## src/rtl/cp_issue_pkg.sv

```systemverilog
package cp_issue_pkg;
  typedef enum logic [1:0] {
    RESP_GO    = 2'd0,
    RESP_WAIT  = 2'd1,
    RESP_UNDEF = 2'd2
  } cp_resp_e;
endpackage

```

## src/rtl/cp_resp_decode.sv

```systemverilog
module cp_resp_decode
  import cp_issue_pkg::*;
(
  input  logic     absent_i,
  input  logic     busy_i,
  output cp_resp_e resp_o
);
  // absent dominates: the invalid code (absent=1, busy=0) folds into UNDEF
  always_comb begin
    if (absent_i)    resp_o = RESP_UNDEF;
    else if (busy_i) resp_o = RESP_WAIT;
    else             resp_o = RESP_GO;
  end
endmodule

```

## src/rtl/cp_int_arb.sv

```systemverilog
module cp_int_arb #(
  parameter int unsigned NUM_INT = 2
) (
  input  logic               clk_i,
  input  logic               rst_ni,
  input  logic [NUM_INT-1:0] req_i,
  input  logic [NUM_INT-1:0] dis_i,
  output logic [NUM_INT-1:0] grant_o,
  output logic               any_o
);
  logic [NUM_INT-1:0] act;
  logic [NUM_INT:0]   seen;

  assign act     = req_i & ~dis_i;
  assign seen[0] = 1'b0;

  for (genvar i = 0; i < NUM_INT; i++) begin : g_prio
    assign grant_o[i]  = act[i] & ~seen[i];
    assign seen[i+1]   = seen[i] | act[i];
  end

  assign any_o = seen[NUM_INT];

  p_grant_onehot_r9: assert property (@(posedge clk_i) disable iff (!rst_ni)
    $onehot0(grant_o));
  p_grant_low_r9: assert property (@(posedge clk_i) disable iff (!rst_ni)
    (act[0]) |-> grant_o[0]);
endmodule

```

## src/rtl/cp_issue_unit.sv

```systemverilog
module cp_issue_unit
  import cp_issue_pkg::*;
#(
  parameter int unsigned NUM_INT = 2
) (
  input  logic               clk_i,
  input  logic               rst_ni,
  input  logic               ex_valid_i,
  input  logic               ex_cp_class_i,
  input  logic               cond_pass_i,
  input  logic               cp_absent_i,
  input  logic               cp_busy_i,
  input  logic [NUM_INT-1:0] int_req_i,
  input  logic [NUM_INT-1:0] int_dis_i,
  output logic               commit_n_o,
  output logic               stall_o,
  output logic               undef_trap_o,
  output logic [NUM_INT-1:0] int_take_o
);
  cp_resp_e           resp;
  logic               eligible, live, busy_wait, int_hit, int_any;
  logic               kill_q;
  logic [NUM_INT-1:0] grant, take_q;

  cp_resp_decode u_dec (
    .absent_i (cp_absent_i),
    .busy_i   (cp_busy_i),
    .resp_o   (resp)
  );

  cp_int_arb #(.NUM_INT(NUM_INT)) u_arb (
    .clk_i   (clk_i),
    .rst_ni  (rst_ni),
    .req_i   (int_req_i),
    .dis_i   (int_dis_i),
    .grant_o (grant),
    .any_o   (int_any)
  );

  assign eligible  = ex_valid_i & ex_cp_class_i & cond_pass_i;
  assign live      = eligible & ~kill_q;
  assign busy_wait = live & (resp == RESP_WAIT);
  assign int_hit   = busy_wait & int_any;

  // abandon latch: holds the strobe high until the instruction leaves execute
  always_ff @(posedge clk_i or negedge rst_ni) begin
    if (!rst_ni) begin
      kill_q <= 1'b0;
      take_q <= '0;
    end else begin
      kill_q <= kill_q ? eligible : int_hit;
      take_q <= int_hit ? grant : '0;
    end
  end

  assign commit_n_o   = ~live;
  assign stall_o      = busy_wait;
  assign undef_trap_o = live & (resp == RESP_UNDEF);
  assign int_take_o   = take_q;

  p_commit_gate_r1: assert property (@(posedge clk_i) disable iff (!rst_ni)
    !commit_n_o |-> (ex_valid_i && ex_cp_class_i && cond_pass_i));
  p_ignore_resp_r2: assert property (@(posedge clk_i) disable iff (!rst_ni)
    !(ex_valid_i && ex_cp_class_i && cond_pass_i) |-> (!stall_o && !undef_trap_o));
  p_take_pulse_r7: assert property (@(posedge clk_i) disable iff (!rst_ni)
    (|int_take_o) |=> (int_take_o == '0));
  p_take_abandons_r7: assert property (@(posedge clk_i) disable iff (!rst_ni)
    (|int_take_o) |-> (commit_n_o && !stall_o));
  p_take_after_stall_r8: assert property (@(posedge clk_i) disable iff (!rst_ni)
    (|int_take_o) |-> $past(stall_o));
  p_exclusive_r10: assert property (@(posedge clk_i) disable iff (!rst_ni)
    $countones({stall_o, undef_trap_o, |int_take_o}) <= 1);
endmodule

```

## config.mk

```make
export PLATFORM = sky130hd
export DESIGN_NAME = cp_issue_unit
export DESIGN_NICKNAME = d
export VERILOG_FILES = /design/src/rtl/cp_issue_pkg.sv /design/src/rtl/cp_resp_decode.sv /design/src/rtl/cp_int_arb.sv /design/src/rtl/cp_issue_unit.sv
export SDC_FILE = /design/constraint.sdc
export NUM_CORES = 1
export LEC_CHECK = 0
export ABC_CLOCK_PERIOD_IN_PS = 1600
export BUFFER_PORTS_ARGS = -buffer_cell sky130_fd_sc_hd__buf_2
export CELL_PAD_IN_SITES_DETAIL_PLACEMENT = 1
export CELL_PAD_IN_SITES_GLOBAL_PLACEMENT = 1
export CORE_AREA = 2 2 39 41
export DETAILED_ROUTE_END_ITERATION = 8
export DIE_AREA = 0 0 41 43
export GPL_TIMING_DRIVEN = 0
export MAX_ROUTING_LAYER = met4
export PLACE_DENSITY_LB_ADDON = 0.1
export SLEW_MARGIN = 40
export SYNTH_ARGS = -nofsm -noshare
export SYNTH_HDL_FRONTEND = slang
export SYNTH_HIERARCHICAL = 1
export SYNTH_SLANG_ARGS = --single-unit
export TNS_END_PERCENT = 100
```

## constraint.sdc

```tcl
create_clock -name clk_i -period 1.6 [get_ports clk_i]
set_clock_uncertainty 0.05 [all_clocks]
set_input_delay 0.32 -clock clk_i [delete_from_list [all_inputs] [get_ports clk_i]]
set_output_delay 0.32 -clock clk_i [all_outputs]
set_load 0.03 [all_outputs]
```

; Word level (Yosys, flattened, before mapping)
; Index checks and enable logic that the tools add are counted.
[classes]
n_eq_ne = 2
muxes = 4
n_bitwise = 13
[op_table]
columns = op, n
row1 = $and A1 B1 Y1, 7
row2 = $mux W2, 2
row3 = $not A1 Y1, 3
row4 = $and A2 B2 Y2, 1
row5 = $eq A2 B1 Y1 const B, 1
row6 = $eq A2 B2 Y1 const B, 1
row7 = $mux W1, 2
row8 = $not A2 Y2, 1
row9 = $or A1 B1 Y1, 1
[totals]
reg_bits = 3
out_inout_bits = 5
word_cells = 21

; Longest topological paths before layout
[logic_depth]
depth_word = 6
mapped_depth = 4
mapped_depth_nobuf = 4

; Hierarchy
; Netlist, hierarchy kept.
[by_module_without_submodules]
columns = mod, area_each_um2, cells_per_inst, instances
row1 = cp_issue_unit, 160.2, 13, 1
row2 = cp_int_arb, 25.0, 4, 1
row3 = cp_resp_decode, 21.3, 2, 1

; Worst setup path after synthesis
; Ideal clock, no wire load.
[synth_timing]
path_type = register to output
startpoint = register kill_q
endpoint = output port stall_o
stages_incl_launch_ff = 3
arrival_time_ns = 1.153
path_slack_ns = 0.077
t_required_ns = 1.230
cell_sequence = dfrtp_1 > nand4b_4 > nor3b_2
[synth_via]
elab_chain_cells = 3
[synth_lines]
columns = item, line
row1 = from (decl), cp_issue_unit.sv:22  ; logic kill_q;
row2 = from (signal assigned), cp_issue_unit.sv:51  ; kill_q <= kill_q ? eligible : int_hit;
row3 = $not A1 Y1, cp_issue_unit.sv:41  ; assign live = eligible & ~kill_q;
row4 = $and A1 B1 Y1, cp_issue_unit.sv:41
row5 = $and A1 B1 Y1, cp_issue_unit.sv:42  ; assign busy_wait = live & (resp == RESP_WAIT);
row6 = to (decl), cp_issue_unit.sv:16  ; output logic stall_o,
; No other way between the ends.

; Worst setup path after layout
[layout_timing]
startpoint = register kill_q
endpoint = output port undef_trap_o
[layout_via]
elab_chain_cells = 3
[layout_lines]
columns = item, line
row1 = $not A1 Y1, cp_issue_unit.sv:41
row2 = $and A1 B1 Y1, cp_issue_unit.sv:41
row3 = $and A1 B1 Y1, cp_issue_unit.sv:58  ; assign undef_trap_o = live & (resp == RESP_UNDEF);
row4 = to (decl), cp_issue_unit.sv:17  ; output logic undef_trap_o,
; No other way between the ends.

==> flow_metrics.tcl <==
set metrics [dict create \
    antenna_found_initial 0 \
    routed_wirelength_microns 476 \
    ir_drop_uv 170 \
    power_w 0.000251 \
    status "finished, final reports clean" \
    netlist.area_leader.share_pct 36.4 \
    utilization_pct 25.3 \
    rsz0062_at_grt "yes" \
    grt_pass1_vias 207 \
    seq_area_frac_synth_pct 36.4 \
    wl_per_cell_microns 8.50 \
    portBuffers 15 \
    grt_max_degree 7 \
    synth_cells 19 \
    yosysTopAreaCell "dfrtp_1" \
    p_leak_nw 0.181 \
    dp_cells 50 \
    synthesis.nets 30 \
    p_int_w 0.000193 \
    cts_buffer_depth 2 \
    avgSynthCellArea_sq_um 10.9 \
    ant_nets 0 \
    p_per_area_nw_per_um2 716 \
    overflow 0 \
    seqPwrFrac_pct 30.6 \
    setup_viol 0 \
    viasPerCell 3.82 \
    clkTransAtPathRegs_ns 0.03 \
    cts_made_buffers 3 \
    synth_seq_cells 3 \
    cp-start-kind "flop" \
    cts_max_level 1 \
    worstPathRequired_ns 1.23 \
    first_iter_violations 0 \
    fmax_mhz 645 \
    hold_viol 0 \
    num_vias 214 \
    cp_max_fo 5 \
    end_kind "primary output" \
    worst_hold_slack_ns 0.291 \
    dieArea_sq_um 1760 \
    maxCapViolCount 0 \
    die_h_microns 43 \
    ioPinCount 16 \
    drtPass1Iterations 1 \
    critPathArrivalTime_ns 1.18 \
    n_antenna_cell 0 \
    ys_warn_count 6 \
    power_frac_comb_pct 17.7 \
    rrSetupSlack_ns 0.57 \
    drv_slew 0 \
    switching_share_pct 23.0 \
    grt_pass1_wl_microns 828 \
    cts_tree "yes" \
    pwr-share-clk_pct 51.7 \
    fillers 184 \
    critical_path_class "flop to primary output" \
    initial_utilization_pct 14.9 \
    rows 14 \
    clockRootBuffer "clkbuf_4" \
    min_path_type "primary input to flop" \
    layout.cells.non_filler 56 \
    worst_slew_pin_slew_ns 0.150 \
    fin_crit_ns 1.55 \
    switching_power_w 0.0000576 \
    globalplace.congestion 0.575 \
    core_sq_um 1380 \
    fin_nets 52 \
    drive_above_1_share_pct 62.5 \
    finalCritPeriodShare_pct 96.9 \
    relSlewSlack_pct 89.9 \
    die_x_microns 41 \
    grtUsageTotal_pct 7.81 \
    synthesis.area_sq_um 206 \
    cts.sinks 3 \
    worstSkewPairLatency_ns 0.23 \
    synth_area_leaders "dfrtp_1 (36%), nor3b_2 (12%), nand4b_4 (12%)" \
    synth_cell_types 13 \
    drc_errors 0 \
    syn2layout_area_growth_pct 69.7 \
]
[power by group through the flow]
stage	registers, W	logic (W)	clock network [W]
after floorplan	0.0000778	0.0000202	0
after detailed placement	0.0000776	0.0000413	0
final	0.0000767	0.0000444	0.000130
after global placement	0.0000776	0.0000402	0
after global routing	0.0000766	0.0000500	0.000151
after CTS	0.0000766	0.0000436	0.000139
[layout by cell type, fill, tap and decap left out]
cell type,n
nand4_1,1
dfrtp_1,3
nand2b_1,2
nor3b_2,2
dlygate4sd3_1,1
buf_2,13
clkbuf_1,1
nor2b_4,1
nor2b_2,1
nor2_1,1
o21ai_0,1
clkbuf_4,3
buf_4,4
nand4b_4,1
nand3b_1,1
nor3_1,2
inv_1,2
[path summary, 6_finish.rpt]
path | from | to | cells past startpoint
max in group asynchronous | rst_ni | kill_q | 2
min in group asynchronous | rst_ni | int_take_o[0] | 2
min | int_dis_i[0] | int_take_o[0] | 4
min reg2reg | kill_q | kill_q | 2
max reg2reg | kill_q | int_take_o[0] | 3
max | kill_q | undef_trap_o | 3
[layout make-up]
type	count	area (sq um)	share of cell area [%]
Inverter	2	7.51	2.14
Multi-Input combinational cell	13	116	33.2
Tap cell	16	20.0	5.71
Sequential cell	3	75.1	21.4
Buffer	1	7.51	2.14
Timing Repair Buffer	17	97.6	27.9
Clock buffer	4	26.3	7.50
[per-stage QoR]
stage | setup TNS, ns | setup WS [ns] | area [sq um]
floorplan | 0 | 0.0774 | 206
global placement | 0 | 0.233 | 302
detailed placement | 0 | 0.223 | 302
CTS | 0 | 0.00270 | 340
global route | -0.0831 | -0.0430 | 350
finish | 0 | 0.0503 | 350
[sequential cells by signal, summed over array words and instances (netlist names)]
name,cells
int_take_o,2
kill_q,1
[repair_timing]
action	in CTS	in global routing
gates resized for setup	1	2
hold buffers	1	0
pin swaps	0	2
buffers inserted	0	1
endpoints found under the hold margin	3	0
setup endpoints to repair	1	2
[critical path, stage by stage (launching register included)]
cell and delay (ns):
dfrtp_1 0.37, nand4b_4 0.21, nor3b_2 0.20, buf_4 0.18
[cell usage after synthesis, drive strengths merged]
cell type / count
buf: 1
dfrtp: 3
inv: 2
nand2b: 2
nand3b: 1
nand4: 1
nand4b: 1
nor2: 1
nor2b: 2
nor3: 2
nor3b: 2
o21ai: 1
[cells by family after synthesis]
logic type,share of synthesized area [%]
buffers and inverters,7.28
AOI/OAI and AO/OA,2.42
DFF,36.4
and+or+nand+nor,53.9
[routing by layer]
| metal | vias to the layer above | GRT usage, % | share of wire [%] |
|---|---|---|---|
| li1 | 107 | - | - |
| met1 | 93 | 8.65 | 35 |
| met2 | 12 | 8.75 | 47 |
| met3 | 2 | 3.14 | 16 |
| met4 | 0 | 10.0 | 1.3 |
| met5 | - | - | 0 |
(Power assumes the default switching activity.)
